File: src/rtl/wsl_pkg.sv
package wsl_pkg;

   localparam int OP_W = 3;

   localparam logic [OP_W-1:0] OP_BYPASS  = 3'd0;
   localparam logic [OP_W-1:0] OP_EXTEST  = 3'd1;
   localparam logic [OP_W-1:0] OP_INTEST  = 3'd2;
   localparam logic [OP_W-1:0] OP_PRELOAD = 3'd3;
   localparam logic [OP_W-1:0] OP_CLAMP   = 3'd4;
   localparam logic [OP_W-1:0] OP_SAFE    = 3'd5;

   localparam logic [OP_W-1:0] IR_CAPTURE = 3'b001;

   typedef enum logic [1:0] {
      DRV_PASS = 2'd0,
      DRV_HOLD = 2'd1,
      DRV_SAFE = 2'd2
   } drive_e;

   typedef struct packed {
      logic   bnd_sel;
      logic   cap_ok;
      drive_e in_drv;
      drive_e out_drv;
      logic   in_cap_fo;
      logic   out_cap_fo;
   } ctl_t;

   function automatic ctl_t decode_op(input logic [OP_W-1:0] code);
      ctl_t c;
      c.bnd_sel    = 1'b0;
      c.cap_ok     = 1'b0;
      c.in_drv     = DRV_PASS;
      c.out_drv    = DRV_PASS;
      c.in_cap_fo  = 1'b0;
      c.out_cap_fo = 1'b0;
      case (code)
         OP_EXTEST: begin
            c.bnd_sel    = 1'b1;
            c.cap_ok     = 1'b1;
            c.in_drv     = DRV_SAFE;
            c.out_drv    = DRV_HOLD;
            c.out_cap_fo = 1'b1;
         end
         OP_INTEST: begin
            c.bnd_sel   = 1'b1;
            c.cap_ok    = 1'b1;
            c.in_drv    = DRV_HOLD;
            c.out_drv   = DRV_SAFE;
            c.in_cap_fo = 1'b1;
         end
         OP_PRELOAD: begin
            c.bnd_sel = 1'b1;
         end
         OP_CLAMP: begin
            c.in_drv  = DRV_HOLD;
            c.out_drv = DRV_HOLD;
         end
         OP_SAFE: begin
            c.in_drv  = DRV_SAFE;
            c.out_drv = DRV_SAFE;
         end
         default: ;
      endcase
      return c;
   endfunction

endpackage

File: src/rtl/wsl_instr_reg.sv
module wsl_instr_reg #(
   parameter int W = 3
) (
   input  logic         clk,
   input  logic         rst_n,
   input  logic         sel,
   input  logic         cap,
   input  logic         shift,
   input  logic         upd,
   input  logic         sin,
   output logic         sout,
   output logic [W-1:0] op
);
   import wsl_pkg::*;

   logic [W-1:0] shreg;

   if (W < OP_W) begin : g_bad_width
      $error("wsl_instr_reg: W must be at least %0d", OP_W);
   end

   always_ff @(posedge clk or negedge rst_n) begin
      if (!rst_n) begin
         shreg <= '0;
      end else if (sel && cap) begin
         shreg <= W'(IR_CAPTURE);
      end else if (sel && shift) begin
         shreg <= {sin, shreg[W-1:1]};
      end
   end

   always_ff @(posedge clk or negedge rst_n) begin
      if (!rst_n) begin
         op <= W'(OP_BYPASS);
      end else if (sel && upd) begin
         op <= shreg;
      end
   end

   assign sout = shreg[0];

endmodule

File: src/rtl/wsl_bypass.sv
module wsl_bypass (
   input  logic clk,
   input  logic rst_n,
   input  logic cap,
   input  logic shift,
   input  logic sin,
   output logic sout
);

   logic bit_q;

   always_ff @(posedge clk or negedge rst_n) begin
      if (!rst_n) begin
         bit_q <= 1'b0;
      end else if (cap) begin
         bit_q <= 1'b0;
      end else if (shift) begin
         bit_q <= sin;
      end
   end

   assign sout = bit_q;

endmodule

File: src/rtl/wsl_bcell.sv
module wsl_bcell #(
   parameter logic SAFE_V = 1'b0
) (
   input  logic            clk,
   input  logic            rst_n,
   input  logic            tst_i,
   output logic            tst_o,
   input  logic            fn_i,
   output logic            fn_o,
   input  logic            cap,
   input  logic            shift,
   input  logic            upd,
   input  logic            xfer,
   input  logic            cap_fo,
   input  wsl_pkg::drive_e drv
);
   import wsl_pkg::*;

   logic sh_q;
   logic hold_q;

   // capture wins over shift, shift wins over transfer
   always_ff @(posedge clk or negedge rst_n) begin
      if (!rst_n) begin
         sh_q <= 1'b0;
      end else if (cap) begin
         sh_q <= cap_fo ? fn_o : fn_i;
      end else if (shift) begin
         sh_q <= tst_i;
      end else if (xfer) begin
         sh_q <= hold_q;
      end
   end

   always_ff @(posedge clk or negedge rst_n) begin
      if (!rst_n) begin
         hold_q <= 1'b0;
      end else if (upd) begin
         hold_q <= sh_q;
      end
   end

   always_comb begin
      case (drv)
         DRV_HOLD: fn_o = hold_q;
         DRV_SAFE: fn_o = SAFE_V;
         default:  fn_o = fn_i;
      endcase
   end

   assign tst_o = sh_q;

endmodule

File: src/rtl/wsl_bnd_reg.sv
module wsl_bnd_reg #(
   parameter int               N_IN     = 4,
   parameter int               N_OUT    = 4,
   parameter logic [N_IN-1:0]  SAFE_IN  = 4'h3,
   parameter logic [N_OUT-1:0] SAFE_OUT = 4'hC
) (
   input  logic               clk,
   input  logic               rst_n,
   input  logic               sin,
   output logic               sout,
   input  logic               cap,
   input  logic               shift,
   input  logic               upd,
   input  logic               xfer,
   input  wsl_pkg::ctl_t      ctl,
   input  logic [N_IN-1:0]    pin_in,
   output logic [N_IN-1:0]    core_in,
   input  logic [N_OUT-1:0]   core_out,
   output logic [N_OUT-1:0]   pin_out
);
   import wsl_pkg::*;

   localparam int NC = N_IN + N_OUT;
   localparam logic [NC-1:0] SAFE_ALL = {SAFE_OUT, SAFE_IN};

   logic [NC-1:0] fi_v;
   logic [NC-1:0] fo_v;
   logic [NC-1:0] ti_v;
   logic [NC-1:0] to_v;
   logic [NC-1:0] capfo_v;
   drive_e        drv_v [NC];

   if (N_IN < 1 || N_OUT < 1) begin : g_bad_size
      $error("wsl_bnd_reg: N_IN and N_OUT must each be at least 1");
   end

   assign fi_v              = {core_out, pin_in};
   assign {pin_out, core_in} = fo_v;

   if (NC > 1) begin : g_chain
      assign ti_v = {to_v[NC-2:0], sin};
   end else begin : g_single
      assign ti_v = sin;
   end
   assign sout = to_v[NC-1];

   for (genvar i = 0; i < NC; i++) begin : g_cell
      if (i < N_IN) begin : g_in_side
         assign drv_v[i]   = ctl.in_drv;
         assign capfo_v[i] = ctl.in_cap_fo;
      end else begin : g_out_side
         assign drv_v[i]   = ctl.out_drv;
         assign capfo_v[i] = ctl.out_cap_fo;
      end

      wsl_bcell #(
         .SAFE_V (SAFE_ALL[i])
      ) u_cell (
         .clk    (clk),
         .rst_n  (rst_n),
         .tst_i  (ti_v[i]),
         .tst_o  (to_v[i]),
         .fn_i   (fi_v[i]),
         .fn_o   (fo_v[i]),
         .cap    (cap),
         .shift  (shift),
         .upd    (upd),
         .xfer   (xfer),
         .cap_fo (capfo_v[i]),
         .drv    (drv_v[i])
      );
   end

endmodule

File: src/rtl/wsl_wrapper.sv
module wsl_wrapper #(
   parameter int               N_IN     = 4,
   parameter int               N_OUT    = 4,
   parameter int               IR_W     = 3,
   parameter logic [N_IN-1:0]  SAFE_IN  = 4'h3,
   parameter logic [N_OUT-1:0] SAFE_OUT = 4'hC
) (
   input  logic             wclk,
   input  logic             wrst_n,
   input  logic             si,
   output logic             so,
   input  logic             sel_ir,
   input  logic             cap_en,
   input  logic             shift_en,
   input  logic             upd_en,
   input  logic             xfer_en,
   input  logic [N_IN-1:0]  pin_in,
   output logic [N_IN-1:0]  core_in,
   input  logic [N_OUT-1:0] core_out,
   output logic [N_OUT-1:0] pin_out
);
   import wsl_pkg::*;

   logic [IR_W-1:0] cur_op;
   logic [OP_W-1:0] eff_code;
   ctl_t            ctl;
   logic            ir_so;
   logic            by_so;
   logic            bnd_so;
   logic            dr_path;

   if (IR_W < OP_W) begin : g_bad_ir
      $error("wsl_wrapper: IR_W must be at least %0d", OP_W);
   end

   wsl_instr_reg #(
      .W (IR_W)
   ) u_ir (
      .clk   (wclk),
      .rst_n (wrst_n),
      .sel   (sel_ir),
      .cap   (cap_en),
      .shift (shift_en),
      .upd   (upd_en),
      .sin   (si),
      .sout  (ir_so),
      .op    (cur_op)
   );

   // codes wider than the defined set fall back to bypass
   if (IR_W > OP_W) begin : g_wide_code
      assign eff_code = (cur_op[IR_W-1:OP_W] == '0) ? cur_op[OP_W-1:0] : OP_BYPASS;
   end else begin : g_exact_code
      assign eff_code = cur_op[OP_W-1:0];
   end

   assign ctl     = decode_op(eff_code);
   assign dr_path = !sel_ir;

   wsl_bypass u_by (
      .clk   (wclk),
      .rst_n (wrst_n),
      .cap   (dr_path && cap_en && !ctl.bnd_sel),
      .shift (dr_path && shift_en && !ctl.bnd_sel),
      .sin   (si),
      .sout  (by_so)
   );

   wsl_bnd_reg #(
      .N_IN     (N_IN),
      .N_OUT    (N_OUT),
      .SAFE_IN  (SAFE_IN),
      .SAFE_OUT (SAFE_OUT)
   ) u_bnd (
      .clk      (wclk),
      .rst_n    (wrst_n),
      .sin      (si),
      .sout     (bnd_so),
      .cap      (dr_path && cap_en && ctl.bnd_sel && ctl.cap_ok),
      .shift    (dr_path && shift_en && ctl.bnd_sel),
      .upd      (dr_path && upd_en && ctl.bnd_sel),
      .xfer     (dr_path && xfer_en && ctl.bnd_sel),
      .ctl      (ctl),
      .pin_in   (pin_in),
      .core_in  (core_in),
      .core_out (core_out),
      .pin_out  (pin_out)
   );

   always_comb begin
      if (sel_ir)           so = ir_so;
      else if (ctl.bnd_sel) so = bnd_so;
      else                  so = by_so;
   end

endmodule

File: config.mk
export PLATFORM = sky130hd
export DESIGN_NAME = wsl_wrapper
export DESIGN_NICKNAME = d
export VERILOG_FILES = /design/src/rtl/wsl_pkg.sv /design/src/rtl/wsl_instr_reg.sv /design/src/rtl/wsl_bypass.sv /design/src/rtl/wsl_bcell.sv /design/src/rtl/wsl_bnd_reg.sv /design/src/rtl/wsl_wrapper.sv
export SDC_FILE = /design/constraint.sdc
export NUM_CORES = 1
export LEC_CHECK = 0
export CAP_MARGIN = 20
export CORE_MARGIN = 2
export CORE_UTILIZATION = 62
export CTS_CLUSTER_DIAMETER = 60
export DETAILED_ROUTE_END_ITERATION = 10
export DONT_BUFFER_PORTS = 1
export PLACE_DENSITY = 0.74
export SYNTH_ARGS = -nofsm -noshare
export SYNTH_HDL_FRONTEND = slang
export SYNTH_HIERARCHICAL = 1
export SYNTH_SLANG_ARGS = --single-unit
export TNS_END_PERCENT = 20
File: constraint.sdc
create_clock -name wclk -period 3.06 [get_ports wclk]
set_clock_uncertainty 0.1 [all_clocks]
set_input_delay 0.765 -clock wclk [delete_from_list [all_inputs] [get_ports wclk]]
set_output_delay 0.765 -clock wclk [all_outputs]
set_load 0.01 [all_outputs]
# After elaboration in Yosys (flattened, before gate mapping)
# Cells that the tools add are included.
[op_classes]
addsub = 0
mul = 0
div_mod_pow = 0
n_lt_le_gt_ge = 0
eq_ne = 9
shifts = 0
muxes = 51
n_bitwise = 0
n_reduce_logical = 21
[op_table]
columns = ["operator", "count"]
rows = [
  ["1-bit two-way mux", 40],
  ["1-bit one-hot mux with 2 select lines", 8],
  ["4-bit one-hot mux with 4 select lines", 1],
  ["1-bit logical AND", 14],
  ["3-bit by 2-bit equality test with 1-bit output, second input constant", 2],
  ["3-bit equality test, second input constant", 2],
  ["3-bit two-way mux", 2],
  ["2-bit by 1-bit equality test with 1-bit output, second input constant", 2],
  ["2-bit equality test, second input constant", 2],
  ["2-bit nonzero test", 2],
  ["3-bit by 1-bit equality test with 1-bit output, second input constant", 1],
  ["3-bit nonzero test", 1],
  ["3-bit OR reduction", 1],
  ["1-bit zero test", 2],
  ["2-bit OR reduction", 1],
]
[word_totals]
reg_bits = 23
latchBits = 0
ram_bits = 0
rom_bits = 0
inputBits = 16
out_inout_bits = 9
elab_cells = 100
mem_count = 0

# Longest topological paths before layout
# Gate-level depths: netlist (run 1).
[depth]
ltp_word = 7
mapped_depth = 8
depth_no_buf = 8

# Modules after synthesis
# Netlist (run 1), hierarchy kept.
[modules_own_cells]
columns = ["mod", "n_inst", "cells_each", "area_per_inst_um2", "seq_area_each_um2"]
rows = [
  ["wsl_bcell at u_bnd.g_cell[0].u_cell ...", 4, 16, 161.4, 50.0],
  ["wsl_bcell at u_bnd.g_cell[2].u_cell ...", 4, 14, 146.4, 50.0],
  ["wsl_instr_reg", 1, 22, 266.5, 150.1],
  ["wsl_wrapper", 1, 26, 173.9, 0.0],
  ["wsl_bypass", 1, 3, 38.8, 25.0],
]

# Worst setup path before layout (run 1)
# No wires, ideal clock.
[synth_timing]
kind = "register -> output"
from = "reg u_ir.op[1]"
to = "out pin_out[0]"
arrival_time_ps = 1644
t_required_ps = 2195
slack_ps = 551
stages_incl_launch_ff = 7
path_buffers = 0
path_cell_list = "dfrtp_1 -> nand2b_2 -> inv_1 -> a21o_1 -> inv_1 -> ha_1 -> o21ai_0"
[synth_rtl]
columns = ["item", "line", "text"]
rows = [
  ["from (decl)", "wsl_instr_reg.sv:12", "output logic [W-1:0] op"],
  ["from (signal assigned)", "wsl_instr_reg.sv:34", "op <= W'(OP_BYPASS);"],
  ["from (signal assigned)", "wsl_instr_reg.sv:36", "op <= shreg;"],
  ["to (decl)", "wsl_wrapper.sv:20", "output logic [N_OUT-1:0] pin_out"],
]

==> results of run 1 <==
-- metal layers --
metal	routed length [um]	global-route usage, %
met1	1610	30.9
met2	1620	38.7
met3	132	2.53
met4	14	4.08
met5	0	0
-- registers in the layout (all words and copies together), names as in the netlist --
| register | count |
|---|---|
| u_ir/op | 3 |
| u_ir/shreg | 3 |
| u_bnd/g_cell.u_cell/hold_q | 8 |
| u_bnd/g_cell.u_cell/tst_o | 8 |
| u_by/sout | 1 |
-- worst max-delay path by stage --
stage	from	endpoint	slack, ns	depth (start not counted)
2_1_floorplan	u_ir/op[1]$_DFFE_PN0P_	pin_out[0]	0.56	6
3_3_place_gp	u_ir/op[1]$_DFFE_PN0P_	pin_out[0]	0.45	6
3_5_place_dp	u_ir/op[0]$_DFFE_PN0P_	pin_out[1]	0.37	6
4_1_cts	u_ir/op[0]$_DFFE_PN0P_	pin_out[1]	0.01	6
5_1_grt	u_ir/op[2]$_DFFE_PN0P_	core_in[1]	-0.04	5
6_report	u_ir/op[2]$_DFFE_PN0P_	core_in[1]	0.08	5
-- timing repair --
item,CTS,global route
hold endpoints to repair,0,9
setup buffers,0,0
endpoints found under the setup margin,0,4
resized for setup,0,3
hold buffers,0,2
-- worst max-delay path: stages (launching register included) --
cell and delay [ns]:
dfrtp_1 0.50, xnor2_1 0.17, nor2_1 0.36, inv_1 0.13
ha_1 0.35, mux2i_1 0.31
-- stage by stage --
| stage | total power (uW) | setup TNS, ns |
|---|---|---|
| detailed placement | 1190 | 0 |
| floorplan | 1050 | 0 |
| CTS | 1330 | 0 |
| finish | 1330 | 0 |
| global placement | 1150 | 0 |
| global route | 1440 | -0.107 |
-- cells in the final DEF, fill, tap and decap left out --
cell type and count:
nor3b_1 2, dlygate4sd3_1 2, mux2_1 3, nor3_1 2
nor2_1 8, nand2b_1 3, mux2i_1 17, and2_1 4
clkbuf_4 3, o22ai_1 4, mux2_4 8, or3b_1 2
o21bai_4 1, o21ai_0 6, nand3_1 2, ha_1 12
a211oi_1 1, nor2b_1 9, o21ai_1 2, nor2_2 1
nor4bb_1 1, mux2_2 12, clkinv_2 1, inv_1 23
o221ai_1 2, a21o_1 1, nand2b_2 1, buf_4 4
inv_4 1, dfrtp_1 23, xnor2_1 2, nand2_1 9
a21oi_2 2, a21oi_1 4, nand2_2 1
-- area by class of cell --
class	count	share of cell area, %
sequential	23	31.7
clock inverter	1	0.276
clock buffer	3	1.24
inverter	24	5.11
timing repair buffer	6	2.76
multi-input combinational	122	56.7
tap	31	2.14
-- where the power goes --
part | switching (uW) | internal, uW
Sequential | 102 | 421
Combinational | 331 | 339
Clock | 90.5 | 48.7
==> key figures, run 1 <==
Synth
  – Syn_area_per_cell: 10.0 um^2
  – Mapped Cells: 170
  – Synth Cell Area: 1710 um^2
  – Post-Syn Nets: 198
  – Synth warnings: 6

Final layout
  – Fraction of layout cells with a size suffix above 1: 19.6%
  – Cell area after layout: 1810 um^2
  – Area of the multi-input gates: 1030 um^2
  – Final core utilization: 67.5%
  – Layout area overhead: 6.31%
  – Nets: 208
  – Layout Cells excl Fill: 210
  – Reg area: 576 um^2
  – Filler Cell Count: 228
  – N_diodes: 0

Place
  – Placed Instances: 204
  – Post-DP Area: 1760 um^2
  – GP Congestion: 0.839
  – Hpwl dp: 2.52 mm
  – Port bufs: 0
  – Setup WS pre-CTS: 0.375 ns

CTS
  – Clk sinks: 23
  – CTS Buf Count: 3
  – H-tree Lvls: 1
  – Clock-pin transition on the worst setup and hold timing paths: 0.13 ns
  – Clk Latency, worst-skew pair: 0.30 ns
  – CTS tree: yes
  – CTS root buf: clkbuf_4
  – CTS Buffer Depth: 2

Pwr
  – Pwr dens: 735 nW/um^2
  – Max VDD drop: 0.000605 V
  – Leak pwr: 0.000845 uW

Setup path
  – Critical path type: reg -> out
  – Worst Path Max Fanout: 8
  – Worst setup EP type: output port
  – Worst setup SP type: register
  – Critical path arrival: 2.12 ns
  – Worst-case reg-to-reg path depth: 8
  – Setup slack, reg-to-reg: 0.74 ns
  – R2r endpoint: u_bnd/g_cell[5].u_cell/tst_o$_DFFE_PN0P_
  – Reg2reg start: u_ir/op[1]$_DFFE_PN0P_
  – Req. time, crit path: 2.19 ns

Floorplanning
  – Core area: 2690 um^2
  – # rows: 19
  – Die area: 3190 um^2
  – Die width: 56.4 um
  – Ports: 25
  – Initial Util: 63.5%
  – Die Ht: 56.4 um

STA
  – Minimum clock period: 2.98 ns
  – Pins Over Slew Limit: 0
  – Hold slack: 0.0336 ns
  – Final setup viols: 0
  – Slew headroom: 61.5%
  – Fmax: 335 MHz
  – Worst setup margin: 0.0754 ns
  – Fin. Hold Viols: 0
  – Worst-margin pin slew: 0.575 ns
  – Unrepaired setup endpoints after global routing: yes
  – Fin crit share: 97.5%

Global routing
  – Largest net degree at the start of global routing: 24
  – Total grt overflow: 0
  – Global-route wire length before repair: 5.68 mm
  – Initial antenna violation count: 0
  – Gr usage total: 22.5%
  – Vias in the first global route: 1238

Route
  – # DRC: 0
  – Routed len/inst: 16.1 um
  – Starting DRC count in detailed routing: 39
  – Via/cell ratio: 5.76
  – Post-route ant nets: 0
  – Vias: 1209
  – Router iterations before antenna repair: 4
  – Routed WL: 3.39 mm

Status
  – Status: finished clean

Min path
  – HP Class: in -> async

Job
  – MaxCap Viol Count: 0
No activity file was read; power rests on OpenSTA's default activity.
==> run 2, diff against run 1 <==
--- a/config.mk
+++ b/config.mk
@@ -6,12 +6,15 @@
 export NUM_CORES = 1
 export LEC_CHECK = 0
 export CAP_MARGIN = 20
+export CELL_PAD_IN_SITES_DETAIL_PLACEMENT = 1
+export CELL_PAD_IN_SITES_GLOBAL_PLACEMENT = 1
 export CORE_MARGIN = 2
-export CORE_UTILIZATION = 62
+export CORE_UTILIZATION = 49
 export CTS_CLUSTER_DIAMETER = 60
 export DETAILED_ROUTE_END_ITERATION = 10
 export DONT_BUFFER_PORTS = 1
-export PLACE_DENSITY = 0.74
+export PLACE_DENSITY = 0.75
+export REMOVE_ABC_BUFFERS = 1
 export SYNTH_ARGS = -nofsm -noshare
 export SYNTH_HDL_FRONTEND = slang
 export SYNTH_HIERARCHICAL = 1
==> run 2 against run 1 <==
Non-clock buffer count grew 1. Routed wire length up 14%. Final cell count up 7.6%. Sequential share of layout area shrank 0.55 points. Register-to-register slack improved by 0.04 ns. Die area is 25% higher. Maximum frequency grew 1.8%. Sequential power rose by 1%. Global-route usage down 1.6 points. Design area rose by 2.2%. Clock power rose by 9%.
==> key figures, run 2 (synthesis results as in run 1) <==
Setup path
  – Critical path type: reg -> out
  – Worst setup EP type: output port
  – Worst Path Max Fanout: 6
  – Critical path arrival: 2.07 ns
  – Worst setup SP type: register
  – Req. time, crit path: 2.19 ns

CTS
  – Clock-pin transition on the worst setup and hold timing paths: 0.14 ns
  – Clk Latency, worst-skew pair: 0.32 ns
  – CTS root buf: clkbuf_4
  – CTS tree: yes
  – H-tree Lvls: 1
  – CTS Buf Count: 3
  – Clk sinks: 23
  – Setup Buffers After CTS: 0
  – CTS Buffer Depth: 2

STA
  – Slew headroom: 66.6%
  – Pins Over Slew Limit: 0
  – Fmax: 341 MHz
  – Hold slack: 0.126 ns
  – Setup TNS: 0 ns
  – Fin crit share: 95.8%
  – Unrepaired setup endpoints after global routing: no
  – Fin. Hold Viols: 0
  – Minimum clock period: 2.93 ns
  – Final setup viols: 0
  – Worst-margin pin slew: 0.499 ns

Job
  – MaxCap Viol Count: 0

Floorplanning
  – Core area: 3340 um^2
  – # rows: 21
  – Die Ht: 63.0 um
  – Initial Util: 51.1%
  – Die width: 63.0 um
  – Ports: 25
  – Die area: 3970 um^2

Route
  – Vias: 1248
  – Routed WL: 3.87 mm
  – # DRC: 0
  – Via/cell ratio: 5.52
  – Router iterations before antenna repair: 4
  – Post-route ant nets: 0
  – Starting DRC count in detailed routing: 44
  – Routed len/inst: 17.1 um

Pwr
  – Max VDD drop: 0.000334 V
  – Pwr dens: 741 nW/um^2
  – Leak pwr: 0.000851 uW
  – Total power draw: 1370 uW

Min path
  – HP Class: in -> async

Global routing
  – Largest net degree at the start of global routing: 24
  – Global-route wire length before repair: 6.42 mm
  – Vias in the first global route: 1321
  – Gr usage total: 20.9%
  – Initial antenna violation count: 0
  – Total grt overflow: 0

Final layout
  – Most frequent cells in the layout: 22 x inv_1, 21 x dfrtp_1, 17 x mux2i_1, 12 x mux2_2, 12 x ha_1
  – Commonest non-fill, non-tap cell in the layout: inv_1
  – Nets: 209
  – Layout area overhead: 8.66%
  – Fraction of layout cells with a size suffix above 1: 23.3%
  – Final core utilization: 55.5%
  – Cell area after layout: 1850 um^2
  – N_diodes: 0
  – Filler Cell Count: 395

Place
  – Post-DP Area: 1800 um^2
  – Port bufs: 0
  – Hpwl dp: 2.96 mm
  – GP Congestion: 0.789

Status
  – Status: finished clean
## run 2: repair_timing
item,4_1_cts,5_1_grt
cloned,0,0
hold endpoints to repair,0,23
gates resized for setup,3,5
endpoints found under the setup margin,2,6
hold buffers,0,1
## run 2: through the flow
stage / setup slack, ns / instances
floorplan: 0.563 / 169
global placement: 0.415 / 221
detailed placement: 0.284 / 221
CTS: 0.0204 / 225
global route: 0.0283 / 226
finish: 0.128 / 226
## run 2: cell type report
cell class	count	area [um^2]	share of cell area, %
Tap cell	46	57.6	3.11
Sequential cell	23	578	31.2
Multi-Input combinational cell	122	1030	55.8
Timing Repair Buffer	7	65.1	3.51
Inverter	24	92.6	5.00
Clock buffer	4	26.3	1.42
## run 2: layer usage
| metal | part of all wire, % | vias to the layer above | GRT usage (%) |
|---|---|---|---|
| met3 | 3.3 | 4 | 3.24 |
| li1 | - | 603 | - |
| met2 | 49 | 20 | 37.5 |
| met4 | 0.90 | 0 | 5.00 |
| met1 | 46 | 621 | 26.1 |
| met5 | 0 | - | 0 |
## run 2: worst max-delay path, stage by stage, from the launching register on
cell	delay [ns]
dfrtp_2	0.49
nand2b_1	0.21
nor2_2	0.19
a21o_1	0.23
inv_1	0.07
ha_1	0.31
o21ai_1	0.25
## run 2: path summary, 6_finish.rpt
| path | from | endpoint | slack (ns) | cells past startpoint |
|---|---|---|---|---|
| min reg2reg | u_bnd/g_cell[3].u_cell/tst_o$_DFFE_PN0P_ | u_bnd/g_cell[3].u_cell/hold_q$_DFFE_PN0P_ | 0.45 | 1 |
| max reg2reg | u_ir/op[0]$_DFFE_PN0P_ | u_bnd/g_cell[5].u_cell/tst_o$_DFFE_PN0P_ | 0.78 | 8 |
| max | u_ir/op[0]$_DFFE_PN0P_ | pin_out[1] | 0.13 | 6 |
| min in group wclk | u_bnd/g_cell[3].u_cell/tst_o$_DFFE_PN0P_ | u_bnd/g_cell[3].u_cell/hold_q$_DFFE_PN0P_ | 0.45 | 1 |
| min | wrst_n | u_bnd/g_cell[0].u_cell/tst_o$_DFFE_PN0P_ | 0.13 | 1 |
| max in group asynchronous | wrst_n | u_ir/op[1]$_DFFE_PN0P_ | 2.58 | 1 |
## run 2: where the power goes
| part | internal [uW] | switching (uW) | leakage, uW |
|---|---|---|---|
| Combinational | 345 | 347 | 0.000552 |
| Clock | 51.1 | 100 | 0.0000150 |
| Sequential | 422 | 107 | 0.000284 |
